[src/rtl/cof_trace_pkg.sv]
package cof_trace_pkg;

    typedef enum logic [1:0] {
        KIND_SRC = 2'b00,
        KIND_DST = 2'b01,
        KIND_VEC = 2'b10,
        KIND_RSV = 2'b11
    } cof_kind_e;

    function automatic logic kind_is_record(input logic [1:0] k);
        return k != KIND_RSV;
    endfunction

endpackage

[src/rtl/cof_shadow_reg.sv]
module cof_shadow_reg #(
    parameter int AW = 18
) (
    input  logic          clk,
    input  logic          rst_n,
    input  logic          inval_i,
    input  logic          load_i,
    input  logic [AW-1:0] addr_i,
    output logic          valid_o,
    output logic [AW-1:0] addr_o
);
    typedef struct packed {
        logic          valid;
        logic [AW-1:0] addr;
    } shadow_t;

    shadow_t st_d, st_q;

    always_comb begin
        st_d = st_q;
        if (inval_i) begin
            st_d.valid = 1'b0;
        end else if (load_i) begin
            st_d.valid = 1'b1;
            st_d.addr  = addr_i;
        end
    end

    always_ff @(posedge clk or negedge rst_n) begin
        if (!rst_n) st_q <= '0;
        else        st_q <= st_d;
    end

    assign valid_o = st_q.valid;
    assign addr_o  = st_q.addr;
endmodule

[src/rtl/cof_loop_filter.sv]
module cof_loop_filter
    import cof_trace_pkg::*;
#(
    parameter int AW = 18
) (
    input  logic          armed_i,
    input  logic          ctl_busy_i,
    input  logic          rec_valid_i,
    input  logic [1:0]    rec_kind_i,
    input  logic [AW-1:0] rec_addr_i,
    input  logic          filt_mode_i,
    input  logic          shadow_valid_i,
    input  logic [AW-1:0] shadow_addr_i,
    output logic          accept_o
);
    logic candidate;
    logic repeat_src;

    always_comb begin
        candidate  = armed_i && !ctl_busy_i && rec_valid_i && kind_is_record(rec_kind_i);
        repeat_src = filt_mode_i && (rec_kind_i == KIND_SRC) &&
                     shadow_valid_i && (rec_addr_i == shadow_addr_i);
        accept_o   = candidate && !repeat_src;
    end
endmodule

[src/rtl/cof_trace_ptr.sv]
module cof_trace_ptr #(
    parameter int DEPTH = 64,
    localparam int PW = $clog2(DEPTH)
) (
    input  logic          clk,
    input  logic          rst_n,
    input  logic          clear_i,
    input  logic          adv_i,
    output logic [PW-1:0] ptr_o,
    output logic          wrapped_o
);
    localparam logic [PW-1:0] LAST = PW'(DEPTH - 1);

    typedef struct packed {
        logic [PW-1:0] ptr;
        logic          wrapped;
    } ptr_st_t;

    ptr_st_t st_d, st_q;

    always_comb begin
        st_d = st_q;
        if (clear_i) begin
            st_d.ptr     = '0;
            st_d.wrapped = 1'b0;
        end else if (adv_i) begin
            if (st_q.ptr == LAST) begin
                st_d.ptr     = '0;
                st_d.wrapped = 1'b1;
            end else begin
                st_d.ptr = st_q.ptr + 1'b1;
            end
        end
    end

    always_ff @(posedge clk or negedge rst_n) begin
        if (!rst_n) st_q <= '0;
        else        st_q <= st_d;
    end

    assign ptr_o     = st_q.ptr;
    assign wrapped_o = st_q.wrapped;
endmodule

[src/rtl/cof_trace_mem.sv]
module cof_trace_mem #(
    parameter int DEPTH = 64,
    parameter int RW    = 20,
    localparam int PW = $clog2(DEPTH)
) (
    input  logic          clk,
    input  logic          rst_n,
    input  logic          we_i,
    input  logic [PW-1:0] widx_i,
    input  logic [RW-1:0] wdata_i,
    input  logic [PW-1:0] ridx_i,
    output logic [RW-1:0] rdata_o
);
    logic [RW-1:0] row_d [DEPTH];
    logic [RW-1:0] row_q [DEPTH];
    logic [RW-1:0] rd_d, rd_q;

    for (genvar g = 0; g < DEPTH; g++) begin : g_row
        always_comb begin
            row_d[g] = row_q[g];
            if (we_i && (widx_i == PW'(g))) row_d[g] = wdata_i;
        end

        always_ff @(posedge clk or negedge rst_n) begin
            if (!rst_n) row_q[g] <= '0;
            else        row_q[g] <= row_d[g];
        end
    end

    always_comb rd_d = row_q[ridx_i];

    always_ff @(posedge clk or negedge rst_n) begin
        if (!rst_n) rd_q <= '0;
        else        rd_q <= rd_d;
    end

    assign rdata_o = rd_q;
endmodule

[src/rtl/cof_trace_rec.sv]
module cof_trace_rec #(
    parameter int DEPTH = 64,
    parameter int AW    = 18,
    localparam int PW = $clog2(DEPTH)
) (
    input  logic          clk,
    input  logic          rst_n,
    input  logic          arm_i,
    input  logic          clear_i,
    input  logic          rec_valid_i,
    input  logic [1:0]    rec_kind_i,
    input  logic [AW-1:0] rec_addr_i,
    input  logic          filt_mode_i,
    input  logic [PW-1:0] rd_idx_i,
    output logic [1:0]    rd_kind_o,
    output logic [AW-1:0] rd_addr_o,
    output logic [PW-1:0] wr_ptr_o,
    output logic          wrapped_o
);
    localparam int RW = AW + 2;

    typedef struct packed {
        logic armed;
    } ctl_st_t;

    ctl_st_t ctl_d, ctl_q;
    logic          armed_q;
    logic          accept;
    logic          shadow_valid;
    logic [AW-1:0] shadow_addr;
    logic [RW-1:0] rd_row;

    always_comb begin
        ctl_d = ctl_q;
        if (clear_i)    ctl_d.armed = 1'b0;
        else if (arm_i) ctl_d.armed = 1'b1;
    end

    always_ff @(posedge clk or negedge rst_n) begin
        if (!rst_n) ctl_q <= '0;
        else        ctl_q <= ctl_d;
    end

    assign armed_q = ctl_q.armed;

    cof_loop_filter #(.AW(AW)) u_filter (
        .armed_i       (armed_q),
        .ctl_busy_i    (arm_i | clear_i),
        .rec_valid_i   (rec_valid_i),
        .rec_kind_i    (rec_kind_i),
        .rec_addr_i    (rec_addr_i),
        .filt_mode_i   (filt_mode_i),
        .shadow_valid_i(shadow_valid),
        .shadow_addr_i (shadow_addr),
        .accept_o      (accept)
    );

    cof_shadow_reg #(.AW(AW)) u_shadow (
        .clk    (clk),
        .rst_n  (rst_n),
        .inval_i(arm_i | clear_i),
        .load_i (accept),
        .addr_i (rec_addr_i),
        .valid_o(shadow_valid),
        .addr_o (shadow_addr)
    );

    cof_trace_ptr #(.DEPTH(DEPTH)) u_ptr (
        .clk      (clk),
        .rst_n    (rst_n),
        .clear_i  (clear_i),
        .adv_i    (accept),
        .ptr_o    (wr_ptr_o),
        .wrapped_o(wrapped_o)
    );

    cof_trace_mem #(.DEPTH(DEPTH), .RW(RW)) u_mem (
        .clk    (clk),
        .rst_n  (rst_n),
        .we_i   (accept),
        .widx_i (wr_ptr_o),
        .wdata_i({rec_kind_i, rec_addr_i}),
        .ridx_i (rd_idx_i),
        .rdata_o(rd_row)
    );

    assign rd_kind_o = rd_row[RW-1 -: 2];
    assign rd_addr_o = rd_row[AW-1:0];
endmodule

[config.mk]
export PLATFORM = sky130hd
export DESIGN_NAME = cof_trace_rec
export DESIGN_NICKNAME = d
export VERILOG_FILES = /design/src/rtl/cof_trace_pkg.sv /design/src/rtl/cof_shadow_reg.sv /design/src/rtl/cof_loop_filter.sv /design/src/rtl/cof_trace_ptr.sv /design/src/rtl/cof_trace_mem.sv /design/src/rtl/cof_trace_rec.sv
export SDC_FILE = /design/constraint.sdc
export NUM_CORES = 2
export LEC_CHECK = 0
export BUFFER_PORTS_ARGS = -buffer_cell sky130_fd_sc_hd__buf_2
export CAP_MARGIN = 20
export CORE_ASPECT_RATIO = 0.75
export CORE_MARGIN = 8
export CORE_UTILIZATION = 55
export DETAILED_ROUTE_END_ITERATION = 6
export PLACE_DENSITY = 0.82
export SLEW_MARGIN = 20
export SYNTH_ARGS = -nofsm -noshare
export SYNTH_HDL_FRONTEND = slang
export SYNTH_SLANG_ARGS = --single-unit
[constraint.sdc]
create_clock -name clk -period 2.6 [get_ports clk]
set_input_delay 0.52 -clock clk [delete_from_list [all_inputs] [get_ports clk]]
set_output_delay 0.52 -clock clk [all_outputs]
set_load 0.005 [all_outputs]
Word level (Yosys, flattened, before mapping) --
Index checks and enable logic that the tools add are counted.
Word-level totals: register bits after elaboration 1327, input bits 32, logic and storage cells 232
Cells by class: add/sub/neg operators 1, order comparisons 1, equal/unequal tests 65, mux-type cells 11, bitwise logic cells 3, reductions and logical operators 81
Operators by type and width (number):
- $eq A6 B6 Y1 const B | 32
- $bmux W20 S6 | 1
- $eq A6 B5 Y1 const B | 16
- $logic_and A1 B1 Y1 | 71
- $eq A6 B4 Y1 const B | 8
- $mux W20 | 2
- $eq A6 B3 Y1 const B | 4
- $mux W19 | 1
- $eq A18 B18 Y1 | 1
- $mux W7 | 2
- $eq A6 B2 Y1 const B | 2
- $reduce_bool A2 Y1 | 4
- $ge A7 B7 Y1 const B | 1
- $not A6 Y7 | 1
- $add A6 B1 Y6 const B | 1
- $eq A6 B1 Y1 const B | 1
- $logic_not A6 Y1 | 1
- $mux W6 | 1
- $mux W1 | 4
- $reduce_and A2 Y1 | 2
- $logic_not A1 Y1 | 2
- $logic_not A2 Y1 | 1
- $ne A2 B2 Y1 const B | 1
- $not A1 Y1 | 1
- $or A1 B1 Y1 | 1

Depth between registers and ports, before layout --
depth in word-level cells 8, gate-level depth with buffers 11

By module --
Synthesis repeated with hierarchy kept, for this count alone.
Second synthesis, totals: cell total of the unflattened synthesis 3793, area, all modules 59852.4 µm²
Modules (own cells, without submodules):
- cof_trace_mem | times used 1, cells each 3682, area an instance 58456.1 µm², sequential area each 32531.2 µm²
- cof_shadow_reg | times used 1, cells each 42, area an instance 768.2 µm², sequential area each 475.5 µm²
- cof_trace_ptr | times used 1, cells each 37, area an instance 359.1 µm², sequential area each 175.2 µm²
- cof_loop_filter | times used 1, cells each 29, area an instance 227.7 µm², sequential area each 0.0 µm²
- cof_trace_rec | times used 1, cells each 3, area an instance 41.3 µm², sequential area each 25.0 µm²

Worst setup path before layout --
Ideal clock, no wire load.
path type in2reg, start point input clear_i, end point register u_mem.row_q[260] (netlist bit), library setup time 0.125 ns, arrival time 2.201 ns, required time 2.475 ns, slack 0.274 ns, stages 9, buffers on the path 4, path through buf_6 -> nor2_4 -> and4_1 -> buf_4 -> o21ai_2 -> buf_6 -> or4_4 -> buf_6 -> mux2_4
Between the ends: cells in the longest elaborated chain, start to end 7
Ends and longest elaborated chain:
- from (decl) | RTL line cof_trace_rec.sv:9 | input logic clear_i,
- $or A1 B1 Y1 | RTL line cof_trace_rec.sv:48 | .ctl_busy_i (arm_i | clear_i),
- $logic_not A1 Y1 | RTL line cof_loop_filter.sv:20 | candidate = armed_i && !ctl_busy_i && rec_valid_i && kind_is_record(rec_kind_i);
- $logic_and A1 B1 Y1 (3 in a row) | RTL line cof_loop_filter.sv:20
- $logic_and A1 B1 Y1 | RTL line cof_loop_filter.sv:23 | accept_o = candidate && !repeat_src;
- $logic_and A1 B1 Y1 | RTL line cof_trace_mem.sv:21 | if (we_i && (widx_i == PW'(g))) row_d[g] = wdata_i;
- to (signal, indexed assignment) | RTL line cof_trace_mem.sv:26 | else row_q[g] <= row_d[g];
- to (decl) | RTL line cof_trace_mem.sv:15 | logic [RW-1:0] row_q [DEPTH];
No other way between the ends. A chain may end at the register's enable or synchronous reset.

Worst setup path after layout --
start point register u_shadow.st_q, in the netlist u_shadow.addr_o[14], end point register u_mem.row_q[290] (netlist bit)
Between the ends: cells in the longest elaborated chain, start to end 5
Ends and longest elaborated chain:
- from (decl) | RTL line cof_shadow_reg.sv:17 | shadow_t st_d, st_q;
- from (signal assigned) | RTL line cof_shadow_reg.sv:31 | else st_q <= st_d;
- $eq A18 B18 Y1 | RTL line cof_loop_filter.sv:22 | shadow_valid_i && (rec_addr_i == shadow_addr_i);
- $logic_and A1 B1 Y1 | RTL line cof_loop_filter.sv:22
- $logic_not A1 Y1 | RTL line cof_loop_filter.sv:23
- $logic_and A1 B1 Y1 | RTL line cof_loop_filter.sv:23
- $logic_and A1 B1 Y1 | RTL line cof_trace_mem.sv:21
No other way between the ends.

==> metrics.txt <==
Hold Path Class=in2reg; FP Rows=105; Max Fclk=0.393 GHz; first-pass GRT wire length=252 mm; Core ar.=0.109 sq mm; Final period util=97.8%; Non-Filler Instances=5666; drt drc=0; hold_ws=0.0466 ns; area of the die=0.121 sq mm; syn avg cell area=15.4 sq um; initial antenna violation count=11; Synth top area share=54.8%; Worst VDD drop=880 uV; initial cell density of the core=55.4%; Setup WS pre-CTS=-0.331 ns; run status=complete, no violations; crit path kind=reg2reg; placed cells=5435; Initial DRC Count=3348; layout cells sized above 1=51.4%; vias in the first global route=39100; share of flip-flops with an asynchronous set or reset=100%; prevailing post-synth register cell=dfrtp_1; fin crit period=2.54 ns; Mapped Area=0.0606 sq mm; Routed WL=164 mm; Syn Nets=3972; Critical Path Sink Type=register; unrepaired setup endpoints after global routing=false; nets=4152; routed vias/inst=6.49; worst skew pair latency=0.75 ns; Req. time, crit path=3.20 ns; H-tree depth reported by CTS=3; root buffer cell=clkbuf_16; Setup Viol. Count Final=0; Area Growth Syn to Fin=15.5%; Power Dens Cells=615 mW/mm^2; Unique masters post-synth=49; critical path arrival=3.15 ns; yosys warns=0; Lkg Pwr=34.2 nW; Global Route Usage Sum=27.4%; sequential-to-total area share from yosys stat=54.8%; grt ovf=0; Core Util, Final=64.0%; Synth Register Bits=1327; Reg clk slew, reported paths=0.06 ns; synthesized instance count=3936; Startpoint Class=register; relative slew slack=34.3%; Port Buffers=58; skew final=0.0309 ns; io pins=59; Crit Path Max Fanout=20; EDFF count, synth=0; routability cong.=0.931; largest net degree at the start of global routing=110; Worst-Margin Slew=0.985 ns; top post-synthesis cells by area=dfrtp_1, mux2_2, mux4_2; total vias in the final route=36800; cts bufs inserted=121; DR pass1 iterations=5; die width=399 um; Final Hold Viols=0; deepest clock path buffer count=3; dpl hpwl=106 mm; Max Slew Vio Count=0; max_cap viols=0; total power=43.1 mW; post-route ant nets=0; Post-CTS Setup Bufs=0; Synth area leader=dfrtp_1; drt wl/cell=28.9 um; clock sinks=1327; final worst slack=0.0573 ns; CTS tree=done; die height=303 um
worst max-delay path, stage by stage, from the launching register on:
cell	delay, ns
dfrtp_1	0.39
xor2_1	0.17
nor4_2	0.43
nand4_1	0.24
o21ai_4	0.25
buf_12	0.16
or4_1	0.17
buf_12	0.20
mux2_2	0.36
kinds of logic (layout without fill, tap and decap cells):
logic type,after synthesis,count (layout),share of synthesized area [%]
multiplexers,1652,1652,36.7
flip-flops,1327,1327,54.8
adder cells (fa/ha/maj),4,4,0.0826
XOR/XNOR,19,19,0.275
buffers and inverters,412,695,3.18
AO/OA/AOI/OAI,172,173,2.04
other,0,2,0
AND/OR/NAND/NOR,350,350,2.92
cells in the final DEF (no fill, tap or decap), types with 17 or more instances in the layout:
cell and instances:
mux2i_1 76, mux2_2 1041, buf_4 281, buf_2 53, nor2_2 21, nor2_1 20
clkbuf_16 123, nand4_1 38, clkinv_2 22, mux2_4 100, nand3_1 64, o21ai_0 18
mux2_1 139, bufinv_16 17, dfrtp_1 1327, a22oi_1 63, buf_12 128, mux4_2 296
nand2_1 128, clkbuf_8 26
layer usage:
metal  track usage [%]  part of all wire, %  vias to the layer above
met4              10.8                  4.4                       10
met2              41.4                   45                     1519
met1              38.5                   42                    19900
met5                 0                0.045                        -
li1                  -                    -                    15000
met3              6.82                  8.6                      389
per-stage QoR:
stage	TNS (ns)	cell area [sq um]
finish	0	70000
global route	0	70000
CTS	0	70000
detailed placement	-164.02	65600
global placement	-144.88	65600
floorplan	0	60600
cell type report:
type / count / area [sq um]
Sequential cell: 1327 / 33200
Multi-Input combinational cell: 2198 / 25600
Antenna cell: 2 / 5.00
Tap cell: 1444 / 1810
Clock inverter: 63 / 845
Inverter: 3 / 11.3
Timing Repair Buffer: 465 / 4980
Clock buffer: 164 / 3490
Fill cell: 7379 / 39300
worst paths after layout:
path | start | endpoint | slack, ns | cells after the start
min reg2reg | u_mem.row_q[913]$_DFFE_PN0P_ | u_mem.row_q[913]$_DFFE_PN0P_ | 0.48 | 1
max | u_shadow.addr_o[14]$_DFFE_PN0P_ | u_mem.row_q[290]$_DFFE_PN0P_ | 0.06 | 8
min | arm_i | armed_q$_DFFE_PN0P_ | 0.05 | 3
max in group asynchronous | rst_n | u_mem.row_q[954]$_DFFE_PN0P_ | 1.34 | 3
min in group asynchronous | rst_n | u_mem.row_q[557]$_DFFE_PN0P_ | 0.28 | 2
max reg2reg | u_shadow.addr_o[14]$_DFFE_PN0P_ | u_mem.row_q[290]$_DFFE_PN0P_ | 0.06 | 8
repair_timing:
item,in CTS,in global routing
cloned,1,0
hold buffers,1,0
endpoints found under the setup margin,76,278
hold endpoints to repair,102,0
pin swaps,1,1
resized for setup,1,2
synth_stat cells (8+ instances only):
cell type and count:
a21oi_1 17, nand4_1 38, nor3_1 10, xor2_1 16, buf_2 150, a211oi_1 15, mux2_4 100, mux2_2 1041
nand3_1 64, nor2_1 41, o21ai_0 18, dfrtp_1 1327, and4_1 10, mux4_2 296, buf_1 20, mux2_1 139
a22o_1 8, nor2b_1 13, a22oi_1 63, clkbuf_1 210, o221ai_1 16, o22ai_1 16, buf_6 23, mux2i_1 76
nand2_1 128, nor3_2 9
state kept, by name, indices dropped and copies added, names as in the netlist:
signal            flops
u_ptr.wrapped_o       1
u_mem.row_q        1280
u_ptr.ptr_o           6
u_shadow.addr_o      18
armed_q               1
u_mem.rdata_o        20
u_shadow.valid_o      1
where the power goes:
group / internal (mW) / leakage (nW) / switching [mW]
Clock: 11.1 / 2.11 / 8.23
Sequential: 20.8 / 18.5 / 0.121
Combinational: 0.920 / 13.6 / 1.81
(Power assumes the default switching activity.)
